`config.mk`:
```
export PLATFORM = sky130hd
export DESIGN_NAME = bitop_unit
export DESIGN_NICKNAME = d
export VERILOG_FILES = /design/src/rtl/bitop_pkg.sv /design/src/rtl/bitop_ctrl.sv /design/src/rtl/bitop_agen.sv /design/src/rtl/bitop_alu.sv /design/src/rtl/bitop_unit.sv
export SDC_FILE = /design/constraint.sdc
export NUM_CORES = 1
export LEC_CHECK = 0
export ABC_AREA = 1
export BUFFER_PORTS_ARGS = -buffer_cell sky130_fd_sc_hd__buf_2
export CORE_ASPECT_RATIO = 2
export CORE_MARGIN = 2
export CORE_UTILIZATION = 51
export CTS_CLUSTER_SIZE = 25
export DETAILED_ROUTE_END_ITERATION = 7
export PLACE_DENSITY = 0.8
export SYNTH_ARGS = -nofsm -noshare
export SYNTH_HDL_FRONTEND = slang
export SYNTH_HIERARCHICAL = 1
export SYNTH_SLANG_ARGS = --single-unit
```
`constraint.sdc`:
```
create_clock -name clk -period 3 [get_ports clk]
set_clock_uncertainty 0.1 [all_clocks]
set_input_delay 0.45 -clock clk [delete_from_list [all_inputs] [get_ports clk]]
set_output_delay 0.45 -clock clk [all_outputs]
set_load 0.01 [all_outputs]
```
`src/rtl/bitop_pkg.sv`:
```
package bitop_pkg;

  typedef enum logic [2:0] {
    OP_SET  = 3'd0,
    OP_CLR  = 3'd1,
    OP_SKT  = 3'd2,
    OP_SKF  = 3'd3,
    OP_SKTC = 3'd4,
    OP_AND  = 3'd5,
    OP_OR   = 3'd6,
    OP_XOR  = 3'd7
  } bop_e;

  typedef enum logic [1:0] {
    AM_DIR = 2'd0,
    AM_FIX = 2'd1,
    AM_LIX = 2'd2,
    AM_HIX = 2'd3
  } amode_e;

  typedef enum logic [1:0] {
    PH_IDLE = 2'd0,
    PH_READ = 2'd1,
    PH_EXEC = 2'd2
  } phase_e;

  function automatic logic is_cy_op(input bop_e o);
    return (o == OP_AND) || (o == OP_OR) || (o == OP_XOR);
  endfunction

  // direct mode accepts only set, clear and the plain skip tests
  function automatic logic mode_allowed(input bop_e o, input amode_e m);
    return !((m == AM_DIR) && ((o == OP_SKTC) || is_cy_op(o)));
  endfunction

endpackage

```
`src/rtl/bitop_ctrl.sv`:
```
module bitop_ctrl
  import bitop_pkg::*;
#(
  parameter int AW  = 8,
  parameter int DW  = 4,
  localparam int BIW = $clog2(DW)
) (
  input  logic           clk,
  input  logic           rst_n,
  input  logic           start,
  input  bop_e           op_i,
  input  amode_e         mode_i,
  input  logic [AW-1:0]  fa_i,
  input  logic [BIW-1:0] fb_i,
  input  logic [DW-1:0]  h_i,
  input  logic [DW-1:0]  l_i,
  input  logic           cy_i,
  output bop_e           op_q,
  output amode_e         mode_q,
  output logic [AW-1:0]  fa_q,
  output logic [BIW-1:0] fb_q,
  output logic [DW-1:0]  h_q,
  output logic [DW-1:0]  l_q,
  output logic           cy_q,
  output logic           rd_phase,
  output logic           ex_phase
);

  phase_e ph_q, ph_d;
  logic   accept;

  assign accept = start && (ph_q == PH_IDLE);

  always_comb begin
    ph_d = ph_q;
    case (ph_q)
      PH_IDLE: if (accept) ph_d = PH_READ;
      PH_READ: ph_d = PH_EXEC;
      PH_EXEC: ph_d = PH_IDLE;
      default: ph_d = PH_IDLE;
    endcase
  end

  always_ff @(posedge clk or negedge rst_n) begin
    if (!rst_n) ph_q <= PH_IDLE;
    else        ph_q <= ph_d;
  end

  // operand capture, enabled only on acceptance
  always_ff @(posedge clk or negedge rst_n) begin
    if (!rst_n) begin
      op_q   <= OP_SET;
      mode_q <= AM_DIR;
      fa_q   <= '0;
      fb_q   <= '0;
      h_q    <= '0;
      l_q    <= '0;
      cy_q   <= 1'b0;
    end else if (accept) begin
      op_q   <= op_i;
      mode_q <= mode_i;
      fa_q   <= fa_i;
      fb_q   <= fb_i;
      h_q    <= h_i;
      l_q    <= l_i;
      cy_q   <= cy_i;
    end
  end

  assign rd_phase = (ph_q == PH_READ);
  assign ex_phase = (ph_q == PH_EXEC);


  read_then_exec_chk: assert property (@(posedge clk) disable iff (!rst_n)
    rd_phase |=> ex_phase);


  exec_then_idle_chk: assert property (@(posedge clk) disable iff (!rst_n)
    ex_phase |=> !ex_phase && !rd_phase);


  busy_start_ignored_chk: assert property (@(posedge clk) disable iff (!rst_n)
    (rd_phase && start) |=> (op_q == $past(op_q)) && (fa_q == $past(fa_q)));

endmodule

```
`src/rtl/bitop_agen.sv`:
```
module bitop_agen
  import bitop_pkg::*;
#(
  parameter int AW  = 8,
  parameter int DW  = 4,
  parameter logic [AW-DW-1:0] FIX_LO_PAGE = 'hB,
  parameter logic [AW-DW-1:0] FIX_HI_PAGE = 'hF,
  localparam int BIW = $clog2(DW),
  localparam int LX_W = DW - BIW
) (
  input  amode_e         mode,
  input  logic [AW-1:0]  fa,
  input  logic [BIW-1:0] fb,
  input  logic [DW-1:0]  h,
  input  logic [DW-1:0]  l,
  output logic [AW-1:0]  addr,
  output logic [BIW-1:0] bitn
);

  always_comb begin
    addr = fa;
    bitn = fb;
    case (mode)
      AM_DIR: begin
        addr = fa;
        bitn = fb;
      end
      AM_FIX: begin
        addr = {(fa[DW] ? FIX_HI_PAGE : FIX_LO_PAGE), fa[DW-1:0]};
        bitn = fb;
      end
      AM_LIX: begin
        addr = {fa[AW-1:LX_W], l[DW-1:BIW]};
        bitn = l[BIW-1:0];
      end
      AM_HIX: begin
        addr = {h, fa[AW-DW-1:0]};
        bitn = fb;
      end
      default: begin
        addr = fa;
        bitn = fb;
      end
    endcase
  end

endmodule

```
`src/rtl/bitop_alu.sv`:
```
module bitop_alu
  import bitop_pkg::*;
#(
  parameter int DW = 4,
  localparam int BIW = $clog2(DW)
) (
  input  bop_e           op,
  input  logic           legal,
  input  logic [BIW-1:0] bitn,
  input  logic [DW-1:0]  rdata,
  input  logic           cy,
  output logic [DW-1:0]  wdata,
  output logic           wr_req,
  output logic           skip_req,
  output logic           cy_new
);

  logic bitv;
  logic new_bit;

  assign bitv = rdata[bitn];

  always_comb begin
    wr_req   = 1'b0;
    skip_req = 1'b0;
    new_bit  = bitv;
    cy_new   = cy;
    case (op)
      OP_SET: begin
        wr_req  = 1'b1;
        new_bit = 1'b1;
      end
      OP_CLR: begin
        wr_req  = 1'b1;
        new_bit = 1'b0;
      end
      OP_SKT:  skip_req = bitv;
      OP_SKF:  skip_req = !bitv;
      OP_SKTC: begin
        skip_req = legal && bitv;
        wr_req   = legal && bitv;
        new_bit  = 1'b0;
      end
      OP_AND:  if (legal) cy_new = cy & bitv;
      OP_OR:   if (legal) cy_new = cy | bitv;
      OP_XOR:  if (legal) cy_new = cy ^ bitv;
      default: ;
    endcase
  end

  for (genvar i = 0; i < DW; i++) begin : g_merge
    assign wdata[i] = (bitn == BIW'(i)) ? new_bit : rdata[i];
  end

endmodule

```
`src/rtl/bitop_unit.sv`:
```
module bitop_unit
  import bitop_pkg::*;
#(
  parameter int AW = 8,
  parameter int DW = 4,
  localparam int BIW = $clog2(DW)
) (
  input  logic           clk,
  input  logic           rst_n,
  input  logic           start,
  input  logic [2:0]     op,
  input  logic [1:0]     mode,
  input  logic [AW-1:0]  fld_addr,
  input  logic [BIW-1:0] fld_bit,
  input  logic [DW-1:0]  reg_h,
  input  logic [DW-1:0]  reg_l,
  input  logic           cy_in,
  output logic [AW-1:0]  mem_addr,
  output logic           mem_rd_en,
  input  logic [DW-1:0]  mem_rdata,
  output logic           mem_wr_en,
  output logic [DW-1:0]  mem_wdata,
  output logic           done,
  output logic           skip,
  output logic           cy_out
);

  // reset: asserted asynchronously, released on a clock edge
  logic rst_meta_n, rst_sync_n;

  always_ff @(posedge clk or negedge rst_n) begin
    if (!rst_n) begin
      rst_meta_n <= 1'b0;
      rst_sync_n <= 1'b0;
    end else begin
      rst_meta_n <= 1'b1;
      rst_sync_n <= rst_meta_n;
    end
  end

  bop_e           op_q;
  amode_e         mode_q;
  logic [AW-1:0]  fa_q;
  logic [BIW-1:0] fb_q;
  logic [DW-1:0]  h_q, l_q;
  logic           cy_q;
  logic           rd_phase, ex_phase;
  logic [AW-1:0]  addr;
  logic [BIW-1:0] bitn;
  logic           legal;
  logic           wr_req, skip_req, cy_new;
  logic [DW-1:0]  wdata;

  bitop_ctrl #(.AW(AW), .DW(DW)) u_ctrl (
    .clk      (clk),
    .rst_n    (rst_sync_n),
    .start    (start),
    .op_i     (bop_e'(op)),
    .mode_i   (amode_e'(mode)),
    .fa_i     (fld_addr),
    .fb_i     (fld_bit),
    .h_i      (reg_h),
    .l_i      (reg_l),
    .cy_i     (cy_in),
    .op_q     (op_q),
    .mode_q   (mode_q),
    .fa_q     (fa_q),
    .fb_q     (fb_q),
    .h_q      (h_q),
    .l_q      (l_q),
    .cy_q     (cy_q),
    .rd_phase (rd_phase),
    .ex_phase (ex_phase)
  );

  bitop_agen #(.AW(AW), .DW(DW)) u_agen (
    .mode (mode_q),
    .fa   (fa_q),
    .fb   (fb_q),
    .h    (h_q),
    .l    (l_q),
    .addr (addr),
    .bitn (bitn)
  );

  assign legal = mode_allowed(op_q, mode_q);

  bitop_alu #(.DW(DW)) u_alu (
    .op       (op_q),
    .legal    (legal),
    .bitn     (bitn),
    .rdata    (mem_rdata),
    .cy       (cy_q),
    .wdata    (wdata),
    .wr_req   (wr_req),
    .skip_req (skip_req),
    .cy_new   (cy_new)
  );

  assign mem_addr  = addr;
  assign mem_rd_en = rd_phase;
  assign mem_wr_en = ex_phase && wr_req;
  assign mem_wdata = wdata;
  assign done      = ex_phase;
  assign skip      = ex_phase && skip_req;
  assign cy_out    = ex_phase ? cy_new : cy_q;


  wr_addr_held_chk: assert property (@(posedge clk) disable iff (!rst_sync_n)
    mem_wr_en |-> (mem_addr == $past(mem_addr)) && $past(mem_rd_en));


  one_bit_only_chk: assert property (@(posedge clk) disable iff (!rst_sync_n)
    mem_wr_en |-> $countones(mem_wdata ^ mem_rdata) <= 1);


  skip_with_done_chk: assert property (@(posedge clk) disable iff (!rst_sync_n)
    skip |-> done);


  test_no_write_chk: assert property (@(posedge clk) disable iff (!rst_sync_n)
    (done && ((op_q == OP_SKT) || (op_q == OP_SKF))) |-> !mem_wr_en);


  cy_hold_chk: assert property (@(posedge clk) disable iff (!rst_sync_n)
    (done && !is_cy_op(op_q)) |-> (cy_out == cy_q));


  illegal_quiet_chk: assert property (@(posedge clk) disable iff (!rst_sync_n)
    (done && (mode_q == AM_DIR) && (op_q == OP_SKTC || is_cy_op(op_q)))
      |-> (!mem_wr_en && !skip && (cy_out == cy_q)));


  no_rw_overlap_chk: assert property (@(posedge clk) disable iff (!rst_sync_n)
    !(mem_rd_en && (mem_wr_en || done)));

endmodule

```
Word-level counts from Yosys, hierarchy flattened
Cells that the tools add are included.
Word-level totals
  word-level logic and storage cells: 66
  register bits after elaboration: 28
  output and inout port bits: 17
  input bits: 31
Operators by class
  reductions and logical operators: 17
  bitwise gates (word level): 3
  $lt $le $gt $ge: 1
  muxes and demuxes: 19
  equality and inequality tests: 16
Operators with widths (count)
  $pmux W8 S4: 1
  $eq A3 B3 Y1 const B: 4
  $eq A2 B2 Y1 const B: 5
  $mux W1: 9
  $pmux W2 S2: 2
  $eq A2 B1 Y1 const B: 3
  $eq A3 B2 Y1 const B: 2
  $logic_not A2 Y1: 3
  $pmux W1 S3: 2
  $logic_and A1 B1 Y1: 5
  $pmux W1 S2: 2
  $reduce_or A2 Y1: 2
  $eq A3 B1 Y1 const B: 1
  $logic_not A3 Y1: 1
  $logic_or A1 B1 Y1: 3
  $lt A2 B3 Y1 const B: 1
  $mux W3: 1
  $reduce_or A3 Y1: 1
  $bmux W1 S2: 1
  $logic_not A1 Y1: 2
  $mux W2: 1
  $ne A2 B1 Y1 const B: 1
  $and A1 B1 Y1: 1
  $or A1 B1 Y1: 1
  $xor A1 B1 Y1: 1

Longest topological paths before layout
Gate-level depths: netlist of run 1.
  word-level depth: 9
  gate-level depth with buffers: 19
  gate-level depth less buffers: 19

Cells and area by module
The synthesis of run 1 kept the hierarchy.
By module, submodules not included
  bitop_ctrl: cells each 113, times used 1, sequential area each 650.6 um^2, area each 1048.5 um^2
  bitop_alu: cells each 64, times used 1, sequential area each 0.0 um^2, area each 294.0 um^2
  bitop_agen: cells each 27, times used 1, sequential area each 0.0 um^2, area each 135.1 um^2
  bitop_unit: cells each 13, times used 1, sequential area each 50.0 um^2, area each 91.3 um^2

Least setup slack after synthesis of run 1
OpenSTA, ideal clock, no wires.
  path kind: register to output
  start point: reg u_ctrl.mode_q[0]
  end point: out cy_out
  path slack: 0.499 ns
  data arrival time: 1.951 ns
  buffers on the path: 0
  stages on the path, launching flop included: 18
  required time: 2.450 ns
  cell sequence: dfrtp_1 > nor2_4 > inv_1 > nand2_1 > nand2_1 > inv_2 > nand2_1 > nand2_1 > nand2_2 > nand2_4 > inv_2 > ha_1 > o21ai_0 > nand2_1 > nand3_1 > nand3_1 > nand2_1 > nand2_1
Between the ends
  longest elaborated chain between the ends: 9
  elaborated cells between the ends (all ways): 17
  those cells by class: 3 x eq/ne; 8 x mux; 3 x bitwise; 3 x reduce/logical
RTL lines
  from (decl): RTL line bitop_ctrl.sv:19  | output amode_e mode_q,
  from (signal assigned): RTL line bitop_ctrl.sv:61  | mode_q <= mode_i;
  $eq A2 B1 Y1 (tied with other cells): RTL line bitop_agen.sv:23  | case (mode)
  $reduce_or A3 Y1 (no source line)
  $pmux W2 S2 (*): RTL line bitop_agen.sv:23
  net bitn[0]: RTL line bitop_unit.sv:49  | logic [BIW-1:0] bitn;
  $bmux W1 S2 (*): RTL line bitop_alu.sv:21  | assign bitv = rdata[bitn];
  $mux W1 (not written as such) (*): RTL line bitop_alu.sv:21
  $xor A1 B1 Y1 (tied with other cells): RTL line bitop_alu.sv:46  | OP_XOR: if (legal) cy_new = cy ^ bitv;
  $mux W1, on equally long branches: RTL line bitop_alu.sv:46, bitop_alu.sv:44, bitop_alu.sv:45
  $pmux W1 S3 (*): RTL line bitop_alu.sv:28  | case (op)
  net cy_new: RTL line bitop_unit.sv:51  | logic wr_req, skip_req, cy_new;
  $mux W1 (*): RTL line bitop_unit.sv:106  | assign cy_out = ex_phase ? cy_new : cy_q;
  to (decl): RTL line bitop_unit.sv:25  | output logic cy_out
The timed path passes the listed nets; every way through them passes the cells marked *. The select of a mux whose other input is x is not followed.

Worst setup path in the final report of run 1
Ends and elaborated chain as after synthesis.

==> results of run 1 <==
## layer usage
metal,GRT usage,vias up,part of all wire
met4,0.08788,0,0.026
met5,0,-,0
met3,0.03043,9,0.042
li1,-,765,-
met1,0.1918,651,0.36
met2,0.3552,35,0.57
## registers in the layout (all words and copies together) (netlist names)
signal,count
u_ctrl/cy_q,1
u_ctrl/op_q,3
u_ctrl/l_q,4
u_ctrl/ph_q,2
u_ctrl/h_q,4
u_ctrl/mode_q,2
u_ctrl/fa_q,8
rst_sync_n,1
rst_meta_n,1
u_ctrl/fb_q,2
## kinds of logic after synthesis
kind of cell / after synthesis / synth area share
DFF: 28 / 0.4466
other: 1 / 0.002390
buffers and inverters: 31 / 0.09569
and+or+nand+nor: 147 / 0.4051
AOI/OAI and AO/OA: 8 / 0.03430
adders and majority gates: 2 / 0.01595
## report_power, final
part	internal, uW	switching, uW	leakage [uW]	total, uW
Sequential	459	66.3	0.000344	525
Clock	117	103	0.0000288	221
Combinational	220	322	0.000770	542
Total	796	492	0.00114	1290
## layout make-up
class	count	share of cell area
clock buffers	4	0.02908
inverters	22	0.04362
multi-input cells	158	0.3913
flip-flops and latches	28	0.3708
well taps	30	0.01983
repair buffers	52	0.1454
## worst max path at each step
stage | start | end | slack (ns) | depth (start not counted)
2_1_floorplan | u_ctrl/mode_q[0] | cy_out | 0.50 | 17
3_3_place_gp | u_ctrl/mode_q[0] | cy_out | 0.29 | 18
3_5_place_dp | u_ctrl/mode_q[0] | cy_out | 0.24 | 18
4_1_cts | u_ctrl/mode_q[0] | cy_out | 0.02 | 18
5_1_grt | u_ctrl/mode_q[1] | cy_out | 0.04 | 19
6_report | u_ctrl/mode_q[0] | cy_out | 0.26 | 18
## timing repair
action / CTS / global route
pin swaps: 0 / 7
cloned: 0 / 0
setup endpoints to repair: 1 / 1
gates resized for setup: 1 / 8
hold endpoints to repair: 2 / 0
hold buffers: 1 / 0
buffers inserted: 2 / 2
## worst max-delay path, delay by kind of cell (launching register included)
family          cells  cell delay [ns]
compound gates      1             0.11
flops               1             0.44
simple gates       12             0.86
fa+ha+maj           1             0.20
buf+inv             4             0.32
## per-stage QoR
| stage | cell area [um^2] | setup WS, ns |
|---|---|---|
| detailed placement | 1774 | 0.2377 |
| global placement | 1774 | 0.2877 |
| finish | 1893 | 0.2640 |
| CTS | 1856 | 0.01636 |
| global route | 1893 | 0.04147 |
| floorplan | 1569 | 0.4990 |
## cells in the final DEF, fill, tap and decap left out, types with 2 or more instances in the layout
master	Yosys	final
o22a_1	3	3
clkbuf_8	0	4
nor2_1	6	6
dfrtp_1	28	27
nand3_1	32	32
nor2_4	2	2
inv_2	2	5
nand2_2	4	5
buf_2	3	47
buf_4	4	4
inv_1	20	17
o21ai_0	4	3
nand2_1	99	97
nand2_4	2	3
==> impl_results.md, run 1 <==
* Worst vdd ir at 486.3 uV
* Area delta synth->final at 20.65%
* Clk root buf: clkbuf_8
* CTS tree: done
* Cell area after synthesis at around 1600 um^2
* Unrepaired setup endpoints after global routing: false
* Crit path required time at roughly 2.5 ns
* Power, Total at between 1000 and 1500 uW
* Final min period at approximately 2.7 ns
* Worst EP arrival at about 2.2 ns
* Die Y at 82.44 um
* Period utilization at 0.9120
* # clock sinks at 28
* Total gr overflow at 0
* Antenna Nets Post-Route at 0
* Slew Limit Fails at 0
* Worst-path cell chain: nor2_4 -> inv_2 -> nand2_2 -> nand2_4 -> inv_2 -> nand2_1 -> nand2_1 -> nand2_2 -> nand2_4 -> inv_2 -> ha_4 -> o21ai_1 -> nand2_1 -> nand3_1 -> nand3_1 -> nand2_1 -> nand2_1 -> buf_2
* Final hold violation count at 0
* First-iteration detailed-routing DRC count at 14
* Worst R2R Path Depth at 4
* Placed cells at roughly 290
* Critical R2R Capture: u_ctrl/fa_q[0]
* Element type at the critical path start: flip-flop
* Synth unique cells at 19
* Static leakage at 0.001143 uW
* Hold_sp: rst_meta_n
* HPWL after detailed placement at 2308 um
* Synth top area cells: dfrtp_1 45%, nand2_1 24%, nand3_1 10%, inv_1 4.8%, buf_4 1.9%
* Die ar. at roughly 3600 um^2
* Fmax at between 300 and 400 MHz
* Pin count of the biggest net entering global routing at 27
* R2R Setup Slk at 1.37 ns
* H-Tree Depth at 1
* Cells after Synth at 217
* Final Non-Filler Cells at just under 300
* # setup viols final at 0
* Fraction of registers with async set/reset at 1.000
* Largest area contributor in the netlist: dfrtp_1
* Most frequent cells after synthesis: 99 x nand2_1, 32 x nand3_1, 28 x dfrtp_1
* Register area at 701.9 um^2
* CTS buffer count at 3
* Sequential fraction of the synthesis area at 0.4466
* Maxcap violations at 0
* Fin Setup TNS at 0 ns
* Vias in the first global route at 1,242
* Core Box Area at 2943 um^2
* Nets at 298
* Area occupied by multi-input gates at ~740 um^2
* Ports at 48
* Worst skew pair latency at 0.27 ns
* Top-area cell type share of the netlist area at 0.4466
* Slowest stage delay, CP at 0.44 ns
* Initial antenna violation count at 0
* Main synth FF type: dfrtp_1
* Mapped Avg Cell Area at roughly 7.2 um^2
* Port bufs at 47
* Share of cells above drive strength 1 at 0.2727
* Setup CP Type: reg2out
* GR Util All Layers at 0.1871
* Hold-critical path depth at 0
* Status: complete, no violations
* P per Cell Area at 680.3 nW/um^2
* First-pass detailed-route iteration total at 4
* First-pass GRT wire length at 5016 um
* Via count at 1,460
* CP most frequent cell: nand2_1
* # diodes at 0
* Die X at 43.22 um
* Max Fanout on Critical Path at 7
* Initial Utilization at 0.5332
* Post-Route WL at 3051 um
* WL per Instance at a little over 10 um
* Filler Cells Inserted at roughly 290
* R2R Path Start: u_ctrl/ph_q[0]
* Slew @ Worst Pin at 0.9588 ns
* Synthesized Nets at 250
* Global placement routability congestion at roughly 0.89
* Worst Setup End Kind: output pin
* Row cnt at 28
* Hold crit path type: reg2reg
* Clk pin slew, worst setup/hold paths at 0.08 ns
* Post-layout util at 0.6433
* DRC viols at 0
* Count of state elements after synthesis at 28
* Highest-delay cell along the critical path: dfrtp_2
* Syn. warnings at 6
* Worst rel slew slack at 0.3608
* Max Root-Sink Buffers at 2
* Post-synth EDFFs at 0
* Count leader, synth: nand2_1
* Vias per cell at 4.966
* WHS at 0.2621 ns
* Hold Path End: rst_sync_n
Power figures use the tool's default switching activity.
==> run 2: changes to the inputs <==
--- a/config.mk
+++ b/config.mk
@@ -8,7 +8,6 @@
 export ABC_AREA = 1
 export BUFFER_PORTS_ARGS = -buffer_cell sky130_fd_sc_hd__buf_2
 export CORE_ASPECT_RATIO = 2
-export CORE_MARGIN = 2
 export CORE_UTILIZATION = 51
 export CTS_CLUSTER_SIZE = 25
 export DETAILED_ROUTE_END_ITERATION = 7
==> impl_results.md, run 2 (synthesis results as in run 1) <==
* Worst skew pair latency at 0.26 ns
* Element type at the critical path start: flip-flop
* Max FFs per register at 8
* # clock sinks at 28
* CTS tree: done
* Biggest register: u_ctrl/fa_q
* Area occupied by multi-input gates at around 730 um^2
* Slew @ Worst Pin at 0.9900 ns
* # setup viols final at 0
* Biggest registers after layout: u_ctrl/fa_q: 8 flops, u_ctrl/h_q: 4 flops, u_ctrl/l_q: 4 flops
* P per Cell Area at 682.5 nW/um^2
* Max Fanout on Critical Path at 7
* Post-Route WL at 3217 um
* WL per Instance at 10.94 um
* CTS buffer count at 3
* Logic gate share of total power at 0.419
* Core Box Area at 2943 um^2
* First-pass GRT wire length at 5106 um
* Total gr overflow at 0
* GR Util All Layers at 0.2215
* Final hold violation count at 0
* HPWL after detailed placement at 2419 um
* Area delta synth->final at 20.10%
* Initial Utilization at 0.5332
* Hold crit path type: reg2reg
* H-Tree Depth at 1
* Share of cells above drive strength 1 at 0.2652
* WHS at between 0.2 and 0.3 ns
* Share of total power in the clock network at 0.172
* Status: complete, no violations
* Post-layout util at 0.6403
* Antenna Nets Post-Route at 0
* Setup CP Type: reg2out
* Fin Setup TNS at 0 ns
* Worst vdd ir at 491.9 uV
* Nets at 298
* Clk pin slew, worst setup/hold paths at 0.09 ns
* Via count at around 1,500
* Slew Limit Fails at 0
* Die ar. at 3316 um^2
* Final Non-Filler Cells at just under 300
* Share of power burned in registers at 0.409
* Worst Setup End Kind: output pin
* Sw frac at 0.3841
* Die X at 41.22 um
* Global placement routability congestion at roughly 0.76
* Ports at 48
* Internal power at 792.1 uW
* First-iteration detailed-routing DRC count at 21
* First-pass detailed-route iteration total at 4
* Row cnt at 28
* Fmax at 347.8 MHz
* Period utilization at 0.9585
* Port bufs at 47
* Maxcap violations at 0
* Static leakage at 0.001144 uW
* Clk root buf: clkbuf_8
* Initial antenna violation count at 0
* Vias per cell at 5.041
* Crit path required time at 2.45 ns
* Pin count of the biggest net entering global routing at 27
* Worst EP arrival at around 2.3 ns
* Max Root-Sink Buffers at 2
* Commonest cells after routing, fill and taps aside: 97 x nand2_1, 47 x buf_2, 32 x nand3_1
* Register area at 701.9 um^2
* # diodes at 0
* Final worst slack at around 0.12 ns
* Die Y at 80.44 um
* Placed cells at 285
* Worst rel slew slack at 0.3400
* Commonest non-fill, non-tap cell in the layout: nand2_1
* Pre-CTS WS at 0.2054 ns
* Psw at 494.0 uW
* DRC viols at 0
* Final min period at between 2 and 3 ns
* Vias in the first global route at 1,286
* Filler Cells Inserted at between 200 and 300
run 2: path summary, 6_finish.rpt:
path	slack, ns	cells after the start	start	to
setup / recovery	0.12	19	u_ctrl/mode_q[1]	cy_out
hold / removal	0.26	0	rst_meta_n	rst_sync_n
setup reg to reg	1.39	4	u_ctrl/ph_q[0]	u_ctrl/h_q[3]
hold reg to reg	0.26	0	rst_meta_n	rst_sync_n
max in group asynchronous	1.82	0	rst_sync_n	u_ctrl/mode_q[0]
min in group asynchronous	0.32	0	rst_sync_n	u_ctrl/ph_q[1]
run 2: per-stage QoR:
step                      power (uW)  cell area, um^2
after floorplan                899.7             1569
after global placement          1021             1774
after detailed placement        1037             1774
after CTS                       1270             1856
after global routing            1395             1884
final                           1286             1884
run 2: metal layers:
layer	up-vias	global-route usage	part of all wire
met5	-	0	0
met4	0	0.09032	0.017
met3	4	0.01657	0.022
met2	24	0.4063	0.58
met1	689	0.2335	0.38
li1	765	-	-
run 2: power groups by stage:
stage	Combinational [uW]	Sequential, uW	Clock (uW)
after floorplan	379	520	0
after global placement	484	537	0
after detailed placement	497	540	0
after CTS	516	526	227
after global routing	614	540	241
final	539	526	221
run 2: cell type report:
cell class                      instances  area share
Sequential cell                        28      0.3725
Timing Repair Buffer                   52      0.1481
Clock buffer                            4     0.02922
Multi-Input combinational cell        158      0.3865
Tap cell                               30     0.01992
Inverter                               22     0.04382
run 2: timing repair:
action / 4_1_cts / 5_1_grt
hold buffers: 1 / 0
setup buffers: 2 / 2
setup endpoints to repair: 1 / 1
pin swaps: 0 / 5
resized for setup: 1 / 7
hold endpoints to repair: 2 / 0
run 2: critical path, cell delays in order (launching register included):
cell and delay [ns]:
dfrtp_1 0.40, inv_2 0.08, nor2_4 0.05, buf_6 0.11
nand2_1 0.10, nand2_4 0.09, inv_2 0.08, nand2_1 0.05
nand2_1 0.08, nand2_2 0.06, nand2_4 0.09, inv_2 0.04
ha_1 0.26, o21ai_1 0.12, nand2_1 0.07, nand3_1 0.06
nand3_1 0.07, nand2_1 0.07, nand2_1 0.04, buf_2 0.13
==> run 3: changes to the inputs <==
--- a/config.mk
+++ b/config.mk
@@ -11,7 +11,7 @@
 export CORE_UTILIZATION = 51
 export CTS_CLUSTER_SIZE = 25
 export DETAILED_ROUTE_END_ITERATION = 7
-export PLACE_DENSITY = 0.8
+export PLACE_DENSITY = 0.85
 export SYNTH_ARGS = -nofsm -noshare
 export SYNTH_HDL_FRONTEND = slang
 export SYNTH_HIERARCHICAL = 1
==> impl_results.md, run 3 (synthesis results as in run 1) <==
* Post-layout util at 0.6509
* Commonest cells after routing, fill and taps aside: 95 x nand2_1, 47 x buf_2, 32 x nand3_1
* Total gr overflow at 0
* Worst rel slew slack at 0.3494
* Antenna Nets Post-Route at 0
* Slew @ Worst Pin at 0.9759 ns
* Register area at between 700 and 800 um^2
* Initial Utilization at 0.5332
* Max Fanout on Critical Path at 7
* Nets at 302
* Element type at the critical path start: flip-flop
* P per Cell Area at 686.0 nW/um^2
* DRC viols at 0
* # clock sinks at 28
* Unrepaired setup endpoints after global routing: false
* Crit path required time at 2.45 ns
* Setup CP Type: reg2out
* Status: complete, no violations
* Area occupied by multi-input gates at roughly 730 um^2
* GR Util All Layers at 0.2138
* Hold_sp: rst_meta_n
* Vias per cell at 4.973
* Static leakage at 0.001163 uW
* Biggest register: u_ctrl/fa_q
* Worst vdd ir at 457.0 uV
* # diodes at 0
* Slew Limit Fails at 0
* Worst Setup End Kind: output pin
* Power, Total at 1314 uW
* WHS at 0.2559 ns
* Period utilization at 0.9467
* Final min period at 2.840 ns
* R2R Setup Slk at 1.37 ns
* Max FFs per register at 8
* Die ar. at 3316 um^2
* First-pass detailed-route iteration total at 4
* Hold crit path type: reg2reg
* Final hold violation count at 0
* Max Root-Sink Buffers at 2
* Core Box Area at 2943 um^2
* Commonest non-fill, non-tap cell in the layout: nand2_1
* R2R Path Start: u_ctrl/ph_q[0]
* Worst EP arrival at 2.29 ns
* Worst skew pair latency at 0.26 ns
* Share of cells above drive strength 1 at 0.2836
* Ports at 48
* Area delta synth->final at 22.09%
* CTS buffer count at 3
* Fmax at 352.1 MHz
* Worst R2R Path Depth at 4
* Vias in the first global route at 1,323
* Beginning of the critical path: u_ctrl/mode_q[1]
* Global placement routability congestion at around 0.77
* Critical R2R Capture: u_ctrl/op_q[0]
* Initial antenna violation count at 0
* Row cnt at 28
* H-Tree Depth at 1
* Clk pin slew, worst setup/hold paths at 0.09 ns
* Die Y at 80.44 um
* Fin Setup TNS at 0 ns
* # setup viols final at 0
* Die X at 41.22 um
* WL per Instance at 10.84 um
* CTS tree: done
* Pin count of the biggest net entering global routing at 27
* Filler Cells Inserted at 287
* Clk root buf: clkbuf_8
* Port bufs at 47
* Maxcap violations at 0
* HPWL after detailed placement at about 2400 um
* First-pass GRT wire length at 4961 um
* Biggest registers after layout: u_ctrl/fa_q: 8 flops, u_ctrl/h_q: 4 flops, u_ctrl/l_q: 4 flops
* Via count at 1,482
* First-iteration detailed-routing DRC count at 48
* Post-Route WL at approximately 3200 um
* Worst setup path endpoint: cy_out
[run 3: repair_timing]
action | 4_1_cts | 5_1_grt
cloned | 0 | 0
hold buffers | 1 | 0
endpoints found under the setup margin | 1 | 1
resized for setup | 2 | 7
endpoints found under the hold margin | 2 | 0
pin swaps | 0 | 5
buffers inserted | 2 | 6
[run 3: layer usage]
metal | global-route usage | routed length, um | vias to the layer above
met4 | 0.07742 | 24 | 0
met3 | 0.02210 | 105 | 2
li1 | - | - | 776
met1 | 0.2022 | 1203 | 678
met2 | 0.4125 | 1898 | 26
met5 | 0 | 0 | -
[run 3: critical path: stages (launching register included)]
cell and delay [ns]:
dfrtp_1 0.37, inv_2 0.06, nor2_4 0.15, buf_4 0.13
nand2_2 0.06, nand2_4 0.09, nand2_1 0.06, nand2_1 0.07
nand2_2 0.06, nand2_4 0.08, inv_2 0.04, ha_1 0.27
o21ai_1 0.13, nand2_1 0.06, nand3_1 0.08, nand3_1 0.08
nand2_1 0.07, nand2_1 0.04, buf_2 0.13
[run 3: final cells by class]
| class | instances | share of cell area |
|---|---|---|
| multi-input cells | 158 | 0.3828 |
| flip-flops and latches | 28 | 0.3664 |
| repair buffers | 56 | 0.1594 |
| inverters | 22 | 0.04311 |
| clock buffers | 4 | 0.02874 |
| well taps | 30 | 0.01960 |
[run 3: metrics by stage]
| step | std cells | area (um^2) | worst slack (ns) |
|---|---|---|---|
| global route | 298 | 1916 | 0.008689 |
| floorplan | 217 | 1569 | 0.4990 |
| global placement | 285 | 1774 | 0.2925 |
| detailed placement | 285 | 1774 | 0.1939 |
| finish | 298 | 1916 | 0.1600 |
| CTS | 292 | 1858 | 0.03690 |
[run 3: worst min path at each step]
stage | to | cells past startpoint
after floorplan | rst_meta_n | 0
after global routing | rst_sync_n | 0
after CTS | rst_sync_n | 0
after detailed placement | rst_meta_n | 1
after global placement | rst_meta_n | 1
final | rst_sync_n | 0
[run 3: where the power goes]
part	switching, uW	leakage (uW)	internal, uW
clock	104	0.0000288	117
combinational	331	0.000791	236
sequential	66.8	0.000344	459
